$ cat src/rtl/brloop_pkg.sv
// Package: shared types for the branch condition and loop evaluator.
// Assumes the selector encoding below is the one the decoder produces.
package brloop_pkg;

    // Condition selector codes; the values form the decode contract.
    typedef enum logic [3:0] {
        SEL_TRUE  = 4'd0,
        SEL_FALSE = 4'd1,
        SEL_UGT   = 4'd2,
        SEL_ULE   = 4'd3,
        SEL_NOC   = 4'd4,
        SEL_CY    = 4'd5,
        SEL_NZ    = 4'd6,
        SEL_ZR    = 4'd7,
        SEL_NOV   = 4'd8,
        SEL_OV    = 4'd9,
        SEL_POS   = 4'd10,
        SEL_NEG   = 4'd11,
        SEL_SGE   = 4'd12,
        SEL_SLT   = 4'd13,
        SEL_SGT   = 4'd14,
        SEL_SLE   = 4'd15
    } cond_sel_e;

    // Flag bundle as delivered by the status register.
    typedef struct packed {
        logic n;
        logic z;
        logic v;
        logic c;
    } flags_t;

endpackage

$ cat src/rtl/brloop_cond.sv
// Module: brloop_cond
// Combinational condition evaluator: maps a selector code and the four
// flags to a single true/false. Assumes flags are stable for the cycle.
module brloop_cond
    import brloop_pkg::*;
(
    input  logic [3:0] sel,
    input  flags_t     flags,
    output logic       hit
);

    logic sign_ok;

    // Signed compare helper: N and V agree means "not less".
    always_comb sign_ok = (flags.n == flags.v);

    // Decode the selector into its flag equation.
    always_comb begin
        unique case (cond_sel_e'(sel))
            SEL_TRUE:  hit = 1'b1;
            SEL_FALSE: hit = 1'b0;
            SEL_UGT:   hit = !flags.c && !flags.z;
            SEL_ULE:   hit = flags.c || flags.z;
            SEL_NOC:   hit = !flags.c;
            SEL_CY:    hit = flags.c;
            SEL_NZ:    hit = !flags.z;
            SEL_ZR:    hit = flags.z;
            SEL_NOV:   hit = !flags.v;
            SEL_OV:    hit = flags.v;
            SEL_POS:   hit = !flags.n;
            SEL_NEG:   hit = flags.n;
            SEL_SGE:   hit = sign_ok;
            SEL_SLT:   hit = !sign_ok;
            SEL_SGT:   hit = sign_ok && !flags.z;
            SEL_SLE:   hit = !sign_ok || flags.z;
            default:   hit = 1'b0;
        endcase
    end

endmodule

$ cat src/rtl/brloop_count.sv
// Module: brloop_count
// Combinational loop counter step: decrements only the low CNT_W bits of
// the counter and reports when the pre-decrement value was zero, which is
// the case where the new low field becomes all ones and the loop exits.
// Assumes CNT_W <= CTR_W.
module brloop_count #(
    parameter int CTR_W = 32,
    parameter int CNT_W = 16
) (
    input  logic [CTR_W-1:0] ctr_in,
    input  logic             step,
    output logic [CTR_W-1:0] ctr_out,
    output logic             exhausted
);

    localparam int HI_W = CTR_W - CNT_W;

    logic [CNT_W-1:0] low_cur;
    logic [CNT_W-1:0] low_dec;

    // Split off the counted field and form its decrement.
    always_comb begin
        low_cur = ctr_in[CNT_W-1:0];
        low_dec = low_cur - {{(CNT_W-1){1'b0}}, 1'b1};
    end

    // Exit detect on the input side, in parallel with the subtractor.
    always_comb exhausted = (low_cur == '0);

    // Counted field: decremented only when a step is requested.
    always_comb ctr_out[CNT_W-1:0] = step ? low_dec : low_cur;

    // Bits above the counted field pass through untouched when present.
    generate
        if (HI_W > 0) begin : g_upper
            always_comb ctr_out[CTR_W-1:CNT_W] = ctr_in[CTR_W-1:CNT_W];
        end
    endgenerate

endmodule

$ cat src/rtl/brloop_target.sv
// Module: brloop_target
// Next program counter select: adds the displacement to the advanced
// program counter when the transfer is taken, else falls through.
// Assumes disp is already sign-extended to ADDR_W bits.
module brloop_target #(
    parameter int ADDR_W = 32
) (
    input  logic [ADDR_W-1:0] pc_in,
    input  logic [ADDR_W-1:0] disp,
    input  logic              taken,
    output logic [ADDR_W-1:0] pc_nxt
);

    logic [ADDR_W-1:0] dest;

    // Single shared adder, wraps modulo 2^ADDR_W.
    always_comb dest = pc_in + disp;

    // Choose target or fall-through.
    always_comb pc_nxt = taken ? dest : pc_in;

endmodule

$ cat src/rtl/brloop_eval.sv
// Module: brloop_eval (top)
// Branch condition and counted-loop evaluator with one register stage.
// Branch mode: take = condition. Loop mode: a true condition falls through
// with the counter untouched; a false one decrements the low counter field
// and branches unless that field wraps to all ones.
// Assumes synchronous active-low reset and sign-extended displacement.
module brloop_eval
    import brloop_pkg::*;
#(
    parameter int ADDR_W = 32,
    parameter int CTR_W  = 32,
    parameter int CNT_W  = 16
) (
    input  logic              clk,
    input  logic              rst_n,
    input  logic              req_valid,
    input  logic              loop_mode,
    input  logic [3:0]        cond_sel,
    input  logic              flag_n,
    input  logic              flag_z,
    input  logic              flag_v,
    input  logic              flag_c,
    input  logic [CTR_W-1:0]  ctr_in,
    input  logic [ADDR_W-1:0] disp,
    input  logic [ADDR_W-1:0] pc_in,
    output logic              rsp_valid,
    output logic              take,
    output logic [ADDR_W-1:0] next_pc,
    output logic [CTR_W-1:0]  ctr_out
);

    flags_t             flags;
    logic               cond_hit;
    logic               do_step;
    logic               cnt_done;
    logic               take_d;
    logic [CTR_W-1:0]   ctr_d;
    logic [ADDR_W-1:0]  pc_d;

    // Bundle the flag pins.
    always_comb flags = '{n: flag_n, z: flag_z, v: flag_v, c: flag_c};

    brloop_cond u_cond (
        .sel   (cond_sel),
        .flags (flags),
        .hit   (cond_hit)
    );

    // Counter steps only in loop mode with a false condition.
    always_comb do_step = loop_mode && !cond_hit;

    brloop_count #(
        .CTR_W (CTR_W),
        .CNT_W (CNT_W)
    ) u_count (
        .ctr_in    (ctr_in),
        .step      (do_step),
        .ctr_out   (ctr_d),
        .exhausted (cnt_done)
    );

    // Taken decision for the two modes.
    always_comb take_d = loop_mode ? (do_step && !cnt_done) : cond_hit;

    brloop_target #(
        .ADDR_W (ADDR_W)
    ) u_target (
        .pc_in  (pc_in),
        .disp   (disp),
        .taken  (take_d),
        .pc_nxt (pc_d)
    );

    // Response valid strobe, one cycle after each request.
    always_ff @(posedge clk) begin
        if (!rst_n) rsp_valid <= 1'b0;
        else        rsp_valid <= req_valid;
    end

    // Result registers, loaded on a request and held otherwise.
    always_ff @(posedge clk) begin
        if (!rst_n) begin
            take    <= 1'b0;
            next_pc <= '0;
            ctr_out <= '0;
        end else if (req_valid) begin
            take    <= take_d;
            next_pc <= pc_d;
            ctr_out <= ctr_d;
        end
    end

endmodule

$ cat config.mk
export PLATFORM = sky130hd
export DESIGN_NAME = brloop_eval
export DESIGN_NICKNAME = d
export VERILOG_FILES = /design/src/rtl/brloop_pkg.sv /design/src/rtl/brloop_cond.sv /design/src/rtl/brloop_count.sv /design/src/rtl/brloop_target.sv /design/src/rtl/brloop_eval.sv
export SDC_FILE = /design/constraint.sdc
export NUM_CORES = 1
export LEC_CHECK = 0
export BUFFER_PORTS_ARGS = -buffer_cell sky130_fd_sc_hd__buf_2
export CAP_MARGIN = 15
export CORE_UTILIZATION = 40
export DETAILED_ROUTE_END_ITERATION = 16
export GPL_ROUTABILITY_DRIVEN = 0
export HOLD_SLACK_MARGIN = 0.12
export PLACE_DENSITY = 0.71
export SLEW_MARGIN = 0
export SYNTH_ARGS = -nofsm -noshare
export SYNTH_HDL_FRONTEND = slang
export SYNTH_HIERARCHICAL = 1
export SYNTH_SLANG_ARGS = --single-unit
$ cat constraint.sdc
create_clock -name clk -period 6.9 [get_ports clk]
set_input_delay 1.38 -clock clk [delete_from_list [all_inputs] [get_ports clk]]
set_output_delay 1.38 -clock clk [all_outputs]
set_load 0.01 [all_outputs]
# Yosys cells after proc, flatten, opt, wreduce, memory -nomap -nowiden
# Index checks and enable logic that the tools add are counted.
# Widths: inputs -> output; s select.
# word_totals
reg_bits	66
# classes
n_addsub	2
mux	4
reduce_logical	15
n_eq_ne	16
# op_table
operator	count
$add 32x32->32	1
$eq 4x4->1 const B	8
$mux 32	1
$eq 4x3->1 const B	4
$logic_not 16->1	1
$mux 16	1
$pmux 1 s16	1
$sub 16x1->16 const B	1
$eq 4x2->1 const B	2
$logic_not 1->1	7
$eq 4x1->1 const B	1
$logic_and 1x1->1	4
$logic_not 4->1	1
$logic_or 1x1->1	2
$eq 1x1->1	1
$mux 1	1

# Logic depth before layout (Yosys ltp)
# Gate-level depths: netlist (run 1).
# depth
ltp_word	9
depth_mapped	15
depth_no_buf	12

# Hierarchy
# The synthesis (run 1) kept the hierarchy.
# modules_own_cells
mod	area_per_inst_um2	cells_each	seq_area_each_um2	n_inst
brloop_eval	2538.7	216	1321.3	1
brloop_target	2015.7	264	0.0	1
brloop_count	501.7	66	0.0	1
brloop_cond	195.2	26	0.0	1

# Worst setup path after synthesis (run 1)
# No wires, ideal clock.
# synth_path
kind	in2reg
from	in cond_sel[0]
to	reg next_pc[10]
slack_ns	2.652
stages	12
n_path_buf	3
t_arrival_ns	4.132
cell_sequence	buf_6 > xnor3_1 > a221o_1 > a21oi_1 > o22ai_1 > or3b_2 > nand2_1 > clkbuf_1 > buf_1 > mux2_2 > mux2i_1 > nor2b_1
# synth_between
elab_chain_len	7
word_cells_on_any_way	22
# synth_lines
element	line	rtl
start: declaration	brloop_eval.sv:18	input logic [3:0] cond_sel,
$eq 4x4->1 (tied with other cells)	brloop_cond.sv:19	unique case (cond_sel_e'(sel))
$pmux 1 s16 *	brloop_cond.sv:19	
net cond_hit	brloop_eval.sv:33	logic cond_hit;
$logic_not 1->1	brloop_eval.sv:50	always_comb do_step = loop_mode && !cond_hit;
$logic_and 1x1->1	brloop_eval.sv:50	
$logic_and 1x1->1	brloop_eval.sv:63	always_comb take_d = loop_mode ? (do_step && !cnt_done) : cond_hit;
$mux 1 *	brloop_eval.sv:63	
net take_d	brloop_eval.sv:36	logic take_d;
$mux 32 *	brloop_target.sv:20	always_comb pc_nxt = taken ? dest : pc_in;
net pc_d[10]	brloop_eval.sv:38	logic [ADDR_W-1:0] pc_d;
end signal: assignment	brloop_eval.sv:88	next_pc <= pc_d;
end: declaration	brloop_eval.sv:28	output logic [ADDR_W-1:0] next_pc,
# Mark *: on every way through the listed nets, which the timed path passes. The rest lies on a longest branch.
# A chain may end at the register's enable or synchronous reset.

# Worst setup path in the final report (run 1)
# layout_path
from	in cond_sel[0]
to	reg next_pc[30]
# The elaborated chain is that of the path after synthesis.

==> results of run 1 <==
how the worst max path moves through the flow:
stage	from	end	slack [ps]	cells past startpoint
final	cond_sel[0]	next_pc[30]$_SDFFE_PN0P_	2330	13
after global routing	cond_sel[0]	next_pc[30]$_SDFFE_PN0P_	2110	13
after CTS	cond_sel[0]	next_pc[30]$_SDFFE_PN0P_	2340	13
after detailed placement	cond_sel[0]	next_pc[30]$_SDFFE_PN0P_	1970	13
after global placement	cond_sel[0]	next_pc[30]$_SDFFE_PN0P_	2110	13
after floorplan	cond_sel[0]	next_pc[10]$_SDFFE_PN0P_	2650	12
sequential cells by signal, summed over array words and instances, names as in the netlist:
signal and cells:
rsp_valid 1, ctr_out 32, take 1, next_pc 32
metrics by stage:
step           worst slack, ps  util (%)  std cells
2_1_floorplan             2652         -        572
3_3_place_gp              2109     47.38        872
3_5_place_dp              1968     47.38        872
4_1_cts                   2341     49.71        888
5_1_grt                   2111     49.71        888
6_report                  2325     49.73        889
worst max-delay path: cells and delay by family:
| kind | cells | cell delay (ps) |
|---|---|---|
| buffers and inverters | 2 | 450 |
| AND/OR/NAND/NOR | 6 | 2010 |
| XOR/XNOR | 1 | 420 |
| AO/OA/AOI/OAI | 3 | 530 |
| multiplexers | 1 | 70 |
cell families after synthesis:
group                    share of synthesized area, %
AND/OR/NAND/NOR                                 18.78
AO/OA/AOI/OAI                                   14.65
multiplexers                                    18.13
flip-flops                                      25.16
buffers and inverters                           6.838
XOR/XNOR                                        8.435
adder cells (fa/ha/maj)                         8.006
cells in the mapped netlist, types with 2 or more instances:
library cell | count | area (µm²)
mux2i_1 | 67 | 670.6
dfxtp_1 | 66 | 1321
nor2b_1 | 65 | 406.6
a21oi_1 | 36 | 180.2
ha_1 | 32 | 400.4
mux2_2 | 25 | 281.5
xnor2_1 | 25 | 219.0
a21o_1 | 23 | 172.7
nand2_1 | 23 | 86.33
xor2_1 | 23 | 201.4
buf_4 | 20 | 150.1
nor2_1 | 19 | 71.32
clkbuf_1 | 18 | 67.56
nand3_1 | 15 | 75.07
inv_1 | 10 | 37.54
o21ai_0 | 10 | 50.05
nand4_1 | 9 | 56.30
a211o_1 | 5 | 43.79
a31oi_1 | 4 | 25.02
nor4_1 | 4 | 25.02
a211oi_1 | 3 | 22.52
a221o_1 | 3 | 30.03
and2_1 | 3 | 18.77
and3_1 | 3 | 18.77
buf_12 | 3 | 60.06
o21ai_1 | 3 | 15.01
a211oi_2 | 2 | 25.02
buf_1 | 2 | 7.510
nor3_1 | 2 | 10.01
nor4_2 | 2 | 25.02
o22ai_1 | 2 | 12.51
or4_1 | 2 | 15.01
or4_4 | 2 | 22.52
where the power goes:
part | switching, µW | total, µW | internal [µW]
logic | 210 | 406 | 197
registers | 16.1 | 430 | 414
clock network | 181 | 461 | 280
per-layer routing:
metal,global-route usage (%),share of wire [%],wire length [µm]
met1,20.47,42,5261
met2,32.78,48,6045
met3,6.850,7.5,939
met4,7.426,2.2,272
met5,0,0,0
final cells by class:
cell class | instances | area [µm²]
well taps | 172 | 215.2
fillers | 1266 | 6395
diodes | 1 | 2.502
flip-flops and latches | 66 | 1321
inverters | 10 | 37.54
clock inverters | 6 | 67.56
repair buffers | 175 | 883.3
multi-input cells | 449 | 3571
clock buffers | 10 | 229.0
placed cells by master, fill, tap and decap left out, types with 10 or more instances in the layout:
| cell type | count |
|---|---|
| ha_1 | 32 |
| xor2_1 | 23 |
| a21oi_1 | 36 |
| nand2_1 | 23 |
| mux2_2 | 25 |
| a21o_1 | 23 |
| nand3_1 | 15 |
| o21ai_0 | 10 |
| dfxtp_1 | 66 |
| nor2_1 | 19 |
| mux2i_1 | 67 |
| nor2b_1 | 65 |
| xnor2_1 | 25 |
| inv_1 | 10 |
| buf_2 | 172 |
==> impl_metrics.ini, run 1 <==
[status]
outcome = complete, no violations

[sta]
worst_slew_pin_slew_ps = 974.7
period_share_pct = 66.30
rsz0062_at_grt = no
finalSetupTns_ps = 0
drv_slew = 0
hold_viol = 0
min_period_ps = 4575
hold-worst-slack_ps = 507.8
setup_viol = 0
finClkSkew_ps = 0
fmax_mhz = 218.6
relSlewSlack_pct = 35.02

[drt]
drc_errors = 0
dr_total_vias = 4527
routed_wl_um = 12520
wire_per_inst_um = 14.08
drt_iter0_markers = 128
drt.antenna.violating_nets = 0
via_per_inst = 5.092
first_pass_iters = 5

[setup_path]
critPathSlowestCell = nand2_1
required_ps = 7170
r2r-start = next_pc[30]$_SDFFE_PN0P_
r2r_slack_ps = 6250
arrival_ps = 4850
critPathKind = in2reg
cpPeakStageDelay_ps = 620
crit_chain = buf_2 > xnor3_1 > a221o_1 > a21oi_1 > o22ai_1 > or3b_2 > nand2_1 > inv_1 > nor2_1 > or4b_1 > nand3_1 > mux2i_1 > nor2b_1
worstSetupEndpointType = flop
rr_endpoint = next_pc[30]$_SDFFE_PN0P_
startpoint_type = primary input
r2r_cells = 2
worst-path-max-fanout = 22

[placement]
dp_hpwl_um = 9597
port_buffers = 173
postPlaceCellArea_um2 = 6028

[power]
total_power_uw = 1298
vdd_ir_drop_max_v = 0.0001424
p_per_area_nw_per_um2 = 205.1
leakage_uw = 0.003115

[hold_path]
min_from = take$_SDFFE_PN0P_
whs_endpoint = take$_SDFFE_PN0P_
worstHoldPathType = reg2reg
min_path_cells = 2

[logic_synthesis]
synth-seq-cells = 66
synth-seq-area-share_pct = 25.16
ys.flop_type = dfxtp_1
yosysWarningCount = 6
netlist_area_um2 = 5251
synth_area_per_cell_um2 = 9.181
syn_nets = 713
ys_async_sr_fraction_pct = 0
syn_inst = 572
synth-edff-count = 0
yosys.cell_types.count = 74

[clocking]
hold_buffers = 0
root_buffer = clkbuf_16
clockBufferDepth = 2
htreeDepth = 3
clock_latency_ps = 340
post_cts_buffers = 0
post_cts_resized = 0
path_clk_slew_ps = 60
cts_tree = yes
cts.sink_count = 66
numCtsBuffers = 9

[global_route]
grt_pass1_vias = 4288
grt_max_degree = 67
grt_pass1_wl_um = 19690
grt-ovfl-total = 0
antenna_found_initial = 0
groute.usage.overall_pct = 18.71

[floorplanning]
die_y_um = 116.6
start_util_pct = 41.28
dieArea_um2 = 13590
core_area_um2 = 12720
io_pins = 174
rows = 41
die_w_um = 116.6

[final_layout]
stdcell_area_um2 = 6327
syn2layout_area_growth_pct = 20.49
final_nets = 852
drive_gt1_share_pct = 32.54

[flow_run]
maxCapViolCount = 0
Note: power is estimated with default switching activity, not from simulation.
==> inputs of run 2 (changes only) <==
--- a/config.mk
+++ b/config.mk
@@ -11,7 +11,7 @@
 export DETAILED_ROUTE_END_ITERATION = 16
 export GPL_ROUTABILITY_DRIVEN = 0
 export HOLD_SLACK_MARGIN = 0.12
-export PLACE_DENSITY = 0.71
+export PLACE_DENSITY = 0.73
 export SLEW_MARGIN = 0
 export SYNTH_ARGS = -nofsm -noshare
 export SYNTH_HDL_FRONTEND = slang
==> constraint.sdc (replaced) <==
create_clock -name clk -period 3.8 [get_ports clk]
set_input_delay 0.76 -clock clk [delete_from_list [all_inputs] [get_ports clk]]
set_output_delay 0.76 -clock clk [all_outputs]
set_load 0.01 [all_outputs]
==> run 2 against run 1 <==
  * Sequential power grew 82%
  * Total power grew 89%
  * Critical path type unchanged
  * Wire length grew 1.7%
==> impl_metrics.ini, run 2 (synthesized netlist as in run 1, its figures left out) <==
[setup_path]
worstSetupEndpointType = flop
worst-path-max-fanout = 4
critPathKind = in2reg
arrival_ps = 3540
r2r_slack_ps = 3170
crit_chain = buf_2 > ha_1 > fa_1 > a21o_1 > a221oi_2 > o31ai_4 > a211oi_2 > o41a_1 > o21ai_1 > xor2_1 > mux2_2 > mux2i_1 > nor2b_1
critPathSlowestCell = fa_1
required_ps = 4020
startpoint_type = primary input
cpPeakStageDelay_ps = 410

[global_route]
grt_max_degree = 67
use_met1_pct = 20.95
grt_pass1_wl_um = 19970
grtUsageMet3_pct = 6.487
use_met2_pct = 32.54
grt_pass1_vias = 4351
groute.usage.overall_pct = 18.68
grt-ovfl-total = 0
antenna_found_initial = 0
grt.busiest_layer = met2

[final_layout]
nFillCells = 1274
layout_common_cells = 172 x buf_2, 67 x mux2i_1, 66 x dfxtp_1, 65 x nor2b_1, 36 x a21oi_1
drive_gt1_share_pct = 32.96
syn2layout_area_growth_pct = 21.97
reg.largest.list = ctr_out x32, next_pc x32
final_nets = 855
fin_cells = 891
stdcell_area_um2 = 6405
final_common_cell = buf_2
diodes = 0
fin_util_pct = 50.34

[clocking]
numCtsBuffers = 9
hold_buffers = 0
htreeDepth = 3
cts.sink_count = 66
root_buffer = clkbuf_16
post_cts_buffers = 0
path_clk_slew_ps = 60
clock_latency_ps = 330
cts_tree = yes
clockBufferDepth = 2
post_cts_resized = 0

[sta]
finClkSkew_ps = 0
fmax_mhz = 302.0
worst_slew_pin_slew_ps = 975.4
relSlewSlack_pct = 34.98
rsz0062_at_grt = no
drv_slew = 0
finalSetupTns_ps = 0
setup_viol = 0
hold_viol = 0
period_share_pct = 87.15
min_period_ps = 3312

[drt]
via_per_inst = 5.114
drc_errors = 0
dr_total_vias = 4557
first_pass_iters = 4
wire_per_inst_um = 14.29
drt_iter0_markers = 135
drt.antenna.violating_nets = 0
routed_wl_um = 12730

[placement]
port_buffers = 173
dp_cells = 875
dp_hpwl_um = 9667
postPlaceCellArea_um2 = 6076

[power]
leakage_uw = 0.003159
vdd_ir_drop_max_v = 0.0002171
combPwrFrac_pct = 30.8
pwr-share-seq_pct = 31.9
intPower_uw = 1710
total_power_uw = 2448
pwr-share-clk_pct = 37.4
p_per_area_nw_per_um2 = 382.2
switching_share_pct = 30.13
p_switching_uw = 737.6

[floorplanning]
die_w_um = 116.6
core_area_um2 = 12720
rows = 41
dieArea_um2 = 13590
io_pins = 174
die_y_um = 116.6
start_util_pct = 41.28

[hold_path]
worstHoldPathType = reg2reg

[status]
outcome = complete, no violations

[flow_run]
maxCapViolCount = 0
[run 2: cell count changes in the layout (fill, tap and decap cells not counted)]
| cell | before | now |
|---|---|---|
| buf_12 | 0 | 2 |
| buf_4 | 3 | 4 |
| bufinv_16 | 1 | 2 |
| clkbuf_1 | 1 | 0 |
| clkbuf_8 | 0 | 1 |
| clkinvlp_4 | 2 | 1 |
| diode_2 | 1 | 0 |
[run 2: final timing paths]
check,startpoint,end,cells after the start
setup reg to reg,take$_SDFFE_PN0P_,take$_SDFFE_PN0P_,2
setup / recovery,disp[0],next_pc[24]$_SDFFE_PN0P_,13
hold / removal,next_pc[29]$_SDFFE_PN0P_,next_pc[29]$_SDFFE_PN0P_,2
hold reg to reg,next_pc[29]$_SDFFE_PN0P_,next_pc[29]$_SDFFE_PN0P_,2
[run 2: area by class of cell]
cell class                 count  area (µm²)  area share, %
inverter                      10       37.54         0.5861
timing repair buffer         178       930.9          14.53
multi-input combinational    449        3571          55.75
sequential                    66        1321          20.63
tap                          172       215.2          3.360
clock buffer                  10       239.0          3.731
clock inverter                 6       90.09          1.407
[run 2: per-stage QoR]
stage          worst slack (ps)  hold slack [ps]
3_3_place_gp              182.0            493.6
3_5_place_dp              124.5            501.1
2_1_floorplan             171.9            521.5
6_report                  488.2            511.1
4_1_cts                   472.7            517.4
5_1_grt                   255.5            539.8
[run 2: power by group through the flow]
stage / clock, µW / combinational, µW / sequential [µW]
finish: 915 / 753 / 781
global route: 978 / 833 / 789
CTS: 942 / 756 / 781
detailed placement: 0 / 752 / 795
global placement: 0 / 746 / 795
floorplan: 0 / 508 / 823
[run 2: worst max-delay path, delay by kind of cell]
kind                       cells  cell delay [ps]
and+or+nand+nor                1               60
muxes                          2              400
adders and majority gates      2              640
AOI/OAI and AO/OA              6             1420
xor gates and xnor gates       1              160
buffers and inverters          1              100
[run 2: per-layer routing]
metal / vias to the layer above / routed length [µm]
met1: 2052 / 5437
met2: 152 / 6016
li1: 2326 / -
met4: 0 / 279
met3: 27 / 994
met5: - / 0
